## src/rtl/aw_pkg.sv

```systemverilog
`timescale 1ns/1ps
package aw_pkg;
    typedef enum logic [0:0] {
        ST_IDLE   = 1'b0,
        ST_UPDATE = 1'b1
    } aw_state_t;

    localparam logic [1:0] MODE_PLAIN = 2'd0;
    localparam logic [1:0] MODE_COND  = 2'd1;
    localparam logic [1:0] MODE_TRACK = 2'd2;
endpackage

```

## src/rtl/aw_gain_mul.sv

```systemverilog
`timescale 1ns/1ps
module aw_gain_mul #(
    parameter int AW = 16,
    parameter int BW = 16,
    parameter int OW = 16,
    parameter int SH = 12
) (
    input  logic signed [AW-1:0] a_i,
    input  logic signed [BW-1:0] b_i,
    output logic signed [OW-1:0] p_o
);
    localparam int PW = AW + BW;
    localparam logic signed [PW-1:0] P_HI = {{(PW-OW+1){1'b0}}, {(OW-1){1'b1}}};
    localparam logic signed [PW-1:0] P_LO = {{(PW-OW+1){1'b1}}, {(OW-1){1'b0}}};

    logic signed [PW-1:0] full;
    logic signed [PW-1:0] shr;

    always_comb begin
        full = a_i * b_i;
        shr  = full >>> SH;   // floor toward negative infinity
        if (shr > P_HI)
            p_o = P_HI[OW-1:0];
        else if (shr < P_LO)
            p_o = P_LO[OW-1:0];
        else
            p_o = shr[OW-1:0];
    end
endmodule

```

## src/rtl/aw_limit.sv

```systemverilog
`timescale 1ns/1ps
module aw_limit #(
    parameter int DW = 16,
    parameter int YW = 25,
    parameter int EW = 26
) (
    input  logic signed [YW-1:0] y_i,
    input  logic signed [DW-1:0] ymax_i,
    input  logic signed [DW-1:0] ymin_i,
    output logic signed [DW-1:0] y_sat_o,
    output logic signed [DW-1:0] y_raw_o,
    output logic                 hi_o,
    output logic                 lo_o,
    output logic signed [EW-1:0] excess_o
);
    localparam logic signed [YW-1:0] W_HI = {{(YW-DW+1){1'b0}}, {(DW-1){1'b1}}};
    localparam logic signed [YW-1:0] W_LO = {{(YW-DW+1){1'b1}}, {(DW-1){1'b0}}};

    logic signed [YW-1:0] ymax_e, ymin_e, ysat_e;
    logic signed [EW-1:0] y_x, ysat_x;

    always_comb begin
        ymax_e = {{(YW-DW){ymax_i[DW-1]}}, ymax_i};
        ymin_e = {{(YW-DW){ymin_i[DW-1]}}, ymin_i};
        hi_o   = (y_i >= ymax_e);
        lo_o   = !hi_o && (y_i <= ymin_e);
        if (hi_o)
            ysat_e = ymax_e;
        else if (lo_o)
            ysat_e = ymin_e;
        else
            ysat_e = y_i;
        y_sat_o  = ysat_e[DW-1:0];
        y_x      = {{(EW-YW){y_i[YW-1]}}, y_i};
        ysat_x   = {{(EW-YW){ysat_e[YW-1]}}, ysat_e};
        excess_o = y_x - ysat_x;
        if (y_i > W_HI)
            y_raw_o = W_HI[DW-1:0];
        else if (y_i < W_LO)
            y_raw_o = W_LO[DW-1:0];
        else
            y_raw_o = y_i[DW-1:0];
    end
endmodule

```

## src/rtl/aw_integrator.sv

```systemverilog
`timescale 1ns/1ps
module aw_integrator
    import aw_pkg::*;
#(
    parameter int DW    = 16,
    parameter int GW    = 16,
    parameter int GFRAC = 12,
    parameter int ACC_W = 24,
    parameter int EW    = 26
) (
    input  logic                    clk,
    input  logic                    rst,
    input  logic                    upd_i,
    input  logic [1:0]              mode_i,
    input  logic                    sat_i,
    input  logic signed [DW-1:0]    iterm_i,
    input  logic signed [EW-1:0]    excess_i,
    input  logic signed [GW-1:0]    klim_i,
    output logic signed [ACC_W-1:0] integ_o
);
    localparam int FW = ACC_W + 2;
    localparam int SW = ACC_W + 4;
    localparam logic signed [SW-1:0] A_HI = {{(SW-ACC_W+1){1'b0}}, {(ACC_W-1){1'b1}}};
    localparam logic signed [SW-1:0] A_LO = {{(SW-ACC_W+1){1'b1}}, {(ACC_W-1){1'b0}}};

    logic signed [FW-1:0]    fb;
    logic signed [SW-1:0]    iterm_x, fb_x, integ_x, delta, sum;
    logic signed [ACC_W-1:0] integ_q, integ_d;

    aw_gain_mul #(.AW(GW), .BW(EW), .OW(FW), .SH(GFRAC)) u_klim (
        .a_i(klim_i), .b_i(excess_i), .p_o(fb)
    );

    always_comb begin
        iterm_x = {{(SW-DW){iterm_i[DW-1]}}, iterm_i};
        fb_x    = {{(SW-FW){fb[FW-1]}}, fb};
        integ_x = {{(SW-ACC_W){integ_q[ACC_W-1]}}, integ_q};
        case (mode_i)
            MODE_COND:  delta = sat_i ? '0 : iterm_x;
            MODE_TRACK: delta = iterm_x - fb_x;
            default:    delta = iterm_x;
        endcase
        sum = integ_x + delta;
        if (sum > A_HI)
            integ_d = A_HI[ACC_W-1:0];
        else if (sum < A_LO)
            integ_d = A_LO[ACC_W-1:0];
        else
            integ_d = sum[ACC_W-1:0];
    end

    always_ff @(posedge clk) begin
        if (rst)
            integ_q <= '0;
        else if (upd_i)
            integ_q <= integ_d;
    end

    assign integ_o = integ_q;

    AST_COND_HOLD: assert property (@(posedge clk) disable iff (rst)
        (upd_i && mode_i == MODE_COND && sat_i) |=> $stable(integ_q));

    AST_NO_WRAP_POS: assert property (@(posedge clk) disable iff (rst)
        (upd_i && !integ_q[ACC_W-1] && !delta[SW-1]) |=> !integ_q[ACC_W-1]);

    AST_NO_WRAP_NEG: assert property (@(posedge clk) disable iff (rst)
        (upd_i && integ_q[ACC_W-1] && delta[SW-1]) |=> integ_q[ACC_W-1]);
endmodule

```

## src/rtl/pi_antiwindup.sv

```systemverilog
`timescale 1ns/1ps
module pi_antiwindup
    import aw_pkg::*;
#(
    parameter int DW    = 16,
    parameter int GW    = 16,
    parameter int GFRAC = 12,
    parameter int ACC_W = 24
) (
    input  logic                 clk,
    input  logic                 rst,
    input  logic                 sample_i,
    input  logic signed [DW-1:0] err_i,
    input  logic signed [GW-1:0] kp_i,
    input  logic signed [GW-1:0] ki_i,
    input  logic signed [GW-1:0] klim_i,
    input  logic signed [DW-1:0] ymax_i,
    input  logic signed [DW-1:0] ymin_i,
    input  logic [1:0]           mode_i,
    output logic signed [DW-1:0] y_raw_o,
    output logic signed [DW-1:0] y_sat_o,
    output logic                 sat_hi_o,
    output logic                 sat_lo_o,
    output logic                 valid_o
);
    localparam int YW = ACC_W + 1;
    localparam int EW = YW + 1;

    aw_state_t state_q, state_d;
    logic accept, upd;

    logic signed [DW-1:0]    p_c, i_c, p_q, i_q;
    logic signed [ACC_W-1:0] integ;
    logic signed [YW-1:0]    y_full;
    logic signed [DW-1:0]    ysat_c, yraw_c;
    logic                    hi_c, lo_c;
    logic signed [EW-1:0]    excess_c;

    // state register
    always_ff @(posedge clk) begin
        if (rst)
            state_q <= ST_IDLE;
        else
            state_q <= state_d;
    end

    // next state
    always_comb begin
        state_d = state_q;
        unique case (state_q)
            ST_IDLE:   if (sample_i) state_d = ST_UPDATE;
            ST_UPDATE: state_d = ST_IDLE;
        endcase
    end

    assign accept = (state_q == ST_IDLE) && sample_i;
    assign upd    = (state_q == ST_UPDATE);

    aw_gain_mul #(.AW(GW), .BW(DW), .OW(DW), .SH(GFRAC)) u_kp (
        .a_i(kp_i), .b_i(err_i), .p_o(p_c)
    );
    aw_gain_mul #(.AW(GW), .BW(DW), .OW(DW), .SH(GFRAC)) u_ki (
        .a_i(ki_i), .b_i(err_i), .p_o(i_c)
    );

    always_ff @(posedge clk) begin
        if (rst) begin
            p_q <= '0;
            i_q <= '0;
        end else if (accept) begin
            p_q <= p_c;
            i_q <= i_c;
        end
    end

    assign y_full = $signed({{(YW-DW){p_q[DW-1]}}, p_q}) + $signed({integ[ACC_W-1], integ});

    aw_limit #(.DW(DW), .YW(YW), .EW(EW)) u_limit (
        .y_i(y_full), .ymax_i(ymax_i), .ymin_i(ymin_i),
        .y_sat_o(ysat_c), .y_raw_o(yraw_c),
        .hi_o(hi_c), .lo_o(lo_c), .excess_o(excess_c)
    );

    aw_integrator #(.DW(DW), .GW(GW), .GFRAC(GFRAC), .ACC_W(ACC_W), .EW(EW)) u_integ (
        .clk(clk), .rst(rst), .upd_i(upd), .mode_i(mode_i),
        .sat_i(hi_c || lo_c), .iterm_i(i_q), .excess_i(excess_c),
        .klim_i(klim_i), .integ_o(integ)
    );

    // outputs
    always_ff @(posedge clk) begin
        if (rst) begin
            valid_o  <= 1'b0;
            y_raw_o  <= '0;
            y_sat_o  <= '0;
            sat_hi_o <= 1'b0;
            sat_lo_o <= 1'b0;
        end else begin
            valid_o <= upd;
            if (upd) begin
                y_raw_o  <= yraw_c;
                y_sat_o  <= ysat_c;
                sat_hi_o <= hi_c;
                sat_lo_o <= lo_c;
            end
        end
    end

    AST_VALID_LATENCY: assert property (@(posedge clk) disable iff (rst)
        valid_o |-> $past(accept, 2));

    AST_OUT_QUIET: assert property (@(posedge clk) disable iff (rst)
        !valid_o |-> ($stable(y_sat_o) && $stable(y_raw_o) && $stable(sat_hi_o)));

    AST_CLAMP_RANGE: assert property (@(posedge clk) disable iff (rst)
        (valid_o && ymin_i <= ymax_i && $stable(ymax_i) && $stable(ymin_i))
        |-> (y_sat_o <= ymax_i && y_sat_o >= ymin_i));
endmodule

```

## config.mk

```make
export PLATFORM = sky130hd
export DESIGN_NAME = pi_antiwindup
export DESIGN_NICKNAME = d
export VERILOG_FILES = /design/src/rtl/aw_pkg.sv /design/src/rtl/aw_gain_mul.sv /design/src/rtl/aw_limit.sv /design/src/rtl/aw_integrator.sv /design/src/rtl/pi_antiwindup.sv
export SDC_FILE = /design/constraint.sdc
export NUM_CORES = 2
export LEC_CHECK = 0
export ABC_CLOCK_PERIOD_IN_PS = 22000
export BUFFER_PORTS_ARGS = -buffer_cell sky130_fd_sc_hd__buf_2
export CORE_ASPECT_RATIO = 0.7
export CORE_MARGIN = 5
export CORE_UTILIZATION = 67
export CTS_CLUSTER_SIZE = 10
export DETAILED_ROUTE_END_ITERATION = 16
export GPL_ROUTABILITY_DRIVEN = 0
export PLACE_DENSITY = 0.82
export SYNTH_ARGS = -nofsm -noshare
export SYNTH_HDL_FRONTEND = slang
export SYNTH_SLANG_ARGS = --single-unit
```

## constraint.sdc

```tcl
create_clock -name clk -period 22 [get_ports clk]
set_input_delay 1.1 -clock clk [delete_from_list [all_inputs] [get_ports clk]]
set_output_delay 1.1 -clock clk [all_outputs]
set_load 0.03 [all_outputs]
```

==> impl_results.md <==
- Root Buffer: clkbuf_16
- Min-Delay Path Class: reg2reg
- Sequential Area: about 0.0018 mm^2
- WL met3: between 15000 and 20000 um
- Port Buffers: 135
- Worst hold path startpoint: y_sat_o[7]
- Startpoint Class: register
- Rel. slew slack: 0.117
- Distinct cells, synth: slightly above 90
- Yosys reg bits: a little over 90
- H-tree Lvls: 3
- Largest net degree at the start of global routing: between 50 and 60
- Final hold vios: 0
- Top cells by count, synth: inv_1 (1092), fa_1 (927), nand2_1 (676), ha_1 (411), and2_1 (313)
- Clock Latency Late Sink: ~0.37 ns
- Main synth FF type: dfxtp_1
- Most frequent cell after synthesis: inv_1
- Worst-path clk slew: roughly 0.070 ns
- GRT Total Usage: 0.350
- Fin crit share: 0.937
- Data required time of the worst path: ~22 ns
- FF-to-FF Start: u_integ.integ_o[0]
- Reg2reg path depth: between 70 and 80
- Post-DP HPWL: 99200 um
- Period minus WS final: 20.61 ns
- Met2 wire length: ~50000 um
- DR pass1 iterations: 6
- Fillcell total: around 5200
- Top sig layer: met5
- Top-Level Pins: 136
- Area grow syn2layout: 3.70%
- YS warnings: 0
- Drt via density: ~6
- Mean Syn Cell Area: 8.53 um^2
- DR WL/cell: about 20 um
- Register-to-register setup slack: between 1 and 1.5 ns
- Post-synth top area cell: fa_1
- Crit end category: register
- Syn nets: 6695
- Post-synth ARST share: 0
- TritonCTS clock tree: done
- Crit Path Category: reg2reg
- Finished Layout Cells: around 6100
- Worst Max-Slew Pin Slew: around 1.3 ns
- Status: finished clean
- Total gr overflow: 0
- Post-synth EDFFs: 0
- Max stage delay on crit path: approximately 0.73 ns
- DIE HEIGHT: 226 um
- Synth top area share: 0.414
- Synth Cell Area: around 0.045 mm^2
- Crit path DAT: between 20 and 25 ns
- Fmax: a little under 50 MHz
- Starting density of the core: 0.675
- CP dominant cell by count: fa_1
- Reg-to-Reg End: u_integ.integ_o[0]
- Initial antenna violation count: 9
- Max-cap violations: 0
- Post-route antenna net violation count: 0
- Fin nets: 6643
- Clock buffer count from CTS: 9
- Final Setup Violations: 0
- Metal-1 WL: approximately 51000 um
- Fraction of layout cells with a size suffix above 1: 0.0511
- Full die area: between 0.07 and 0.08 mm^2
- Clk sink count: between 90 and 100
- Area contributors post-synth: fa_1 (41%), ha_1 (11%), inv_1 (9.1%), nand2_1 (5.7%), and2_1 (4.4%)
- RSZ-0062 raised after global routing: false
- Fin Setup TNS: 0 ns
- Die X: 319 um
- Core area: ~0.066 mm^2
- Max Slew Vio Count: 0
- CTS Buffer Depth: 2
- Number of global-route vias before repair: 38100
- First-pass GRT wire length: just over 200000 um
- Inst Count DP: 6079
- Syn Inst Count: 5256
- Cell Rows: between 70 and 80
- WL final: roughly 120000 um
- DRC viols: 0
- Crit path max fanout: 17
- CP max-delay cell: a2111oi_1
- Register area share after synthesis: 0.0411
- Vias: 37000
- Hold Path Stages: 2
- Footprint of the multi-input gates: approximately 0.038 mm^2
- Hold worst-path end: y_sat_o[7]
- Initial drt markers: 3562
- Worst clock skew: slightly above 0.009 ns
[cell families after synthesis]
logic type,count (synthesis),share of synthesized area
flops,92,0.0411
fa+ha+maj,1338,0.529
compound gates,766,0.114
simple gates,1542,0.167
mux,17,0.00419
xor+xnor,169,0.0332
buf+inv,1332,0.112
[critical path, delay by kind of cell, from the launching register on]
family                   cells  cell delay (ns)
XOR/XNOR                     3             0.87
multiplexers                 1             0.12
flip-flops                   1             0.33
AND/OR/NAND/NOR             10             2.77
AO/OA/AOI/OAI               40             9.97
adder cells (fa/ha/maj)     14             5.83
buffers and inverters        7             0.56
[placed cells by master (no fill, tap or decap), drive strengths merged, types with 20 or more instances in the layout]
cell type / count
a21o: 88
and3: 34
fa: 927
buf: 177
nand2b: 56
o211ai: 20
o21ai: 165
nor2b: 72
nor3: 43
inv: 1094
and2: 314
nand2: 676
ha: 411
a21oi: 216
xnor2: 113
xor2: 56
dfxtp: 92
nor2: 156
nand3: 72
nand4: 60
a211oi: 56
o21bai: 28
o21a: 23
[flip-flops by register name, summed over array words and instances (netlist names)]
signal,cells
p_q,16
y_raw_o,16
sat_lo_o,1
state_q,1
valid_o,1
sat_hi_o,1
i_q,16
u_integ.integ_o,24
y_sat_o,16
[stage by stage]
stage | area [um^2] | utilization | hold slack, ns | setup slack, ns
detailed placement | 46100 | 0.694 | 0.443 | 1.20
global placement | 46100 | 0.694 | 0.433 | 1.84
finish | 46500 | 0.700 | 0.458 | 1.39
CTS | 46400 | 0.699 | 0.460 | 1.16
floorplan | 44800 | - | 0.448 | 4.28
global route | 46500 | 0.700 | 0.494 | 0.156
[what timing repair did]
item                                    4_1_cts  5_1_grt
endpoints found under the setup margin        0       22
hold buffers                                  0        0
resized for setup                             0        3
buffers inserted                              0        5
[per-layer routing]
metal	GRT usage	vias to the layer above
li1	-	16300
met1	0.511	18100
met2	0.510	2231
met3	0.110	341
met4	0.0958	6
met5	0	-
[area by class of cell]
cell class | count | area share
clock inverter | 6 | 0.00202
sequential | 92 | 0.0396
timing repair buffer | 177 | 0.0218
antenna | 6 | 0.000323
multi-input combinational | 3832 | 0.819
clock buffer | 10 | 0.00492
inverter | 1092 | 0.0882
tap | 891 | 0.0240
[how the worst max path moves through the flow]
stage                     cells after the start  slack, ns                from             endpoint
after CTS                                    75       1.16  u_integ.integ_o[0]   u_integ.integ_o[0]
final                                        75       1.39  u_integ.integ_o[0]   u_integ.integ_o[0]
after global routing                         75       0.16  u_integ.integ_o[0]  u_integ.integ_o[22]
after global placement                       75       1.84  u_integ.integ_o[0]   u_integ.integ_o[5]
after detailed placement                     75       1.20  u_integ.integ_o[0]   u_integ.integ_o[0]
after floorplan                              77       4.28              p_q[0]  u_integ.integ_o[16]
Power is not shown: default switching activity piles up to over one toggle a cycle in this logic, so the estimate is an artifact.
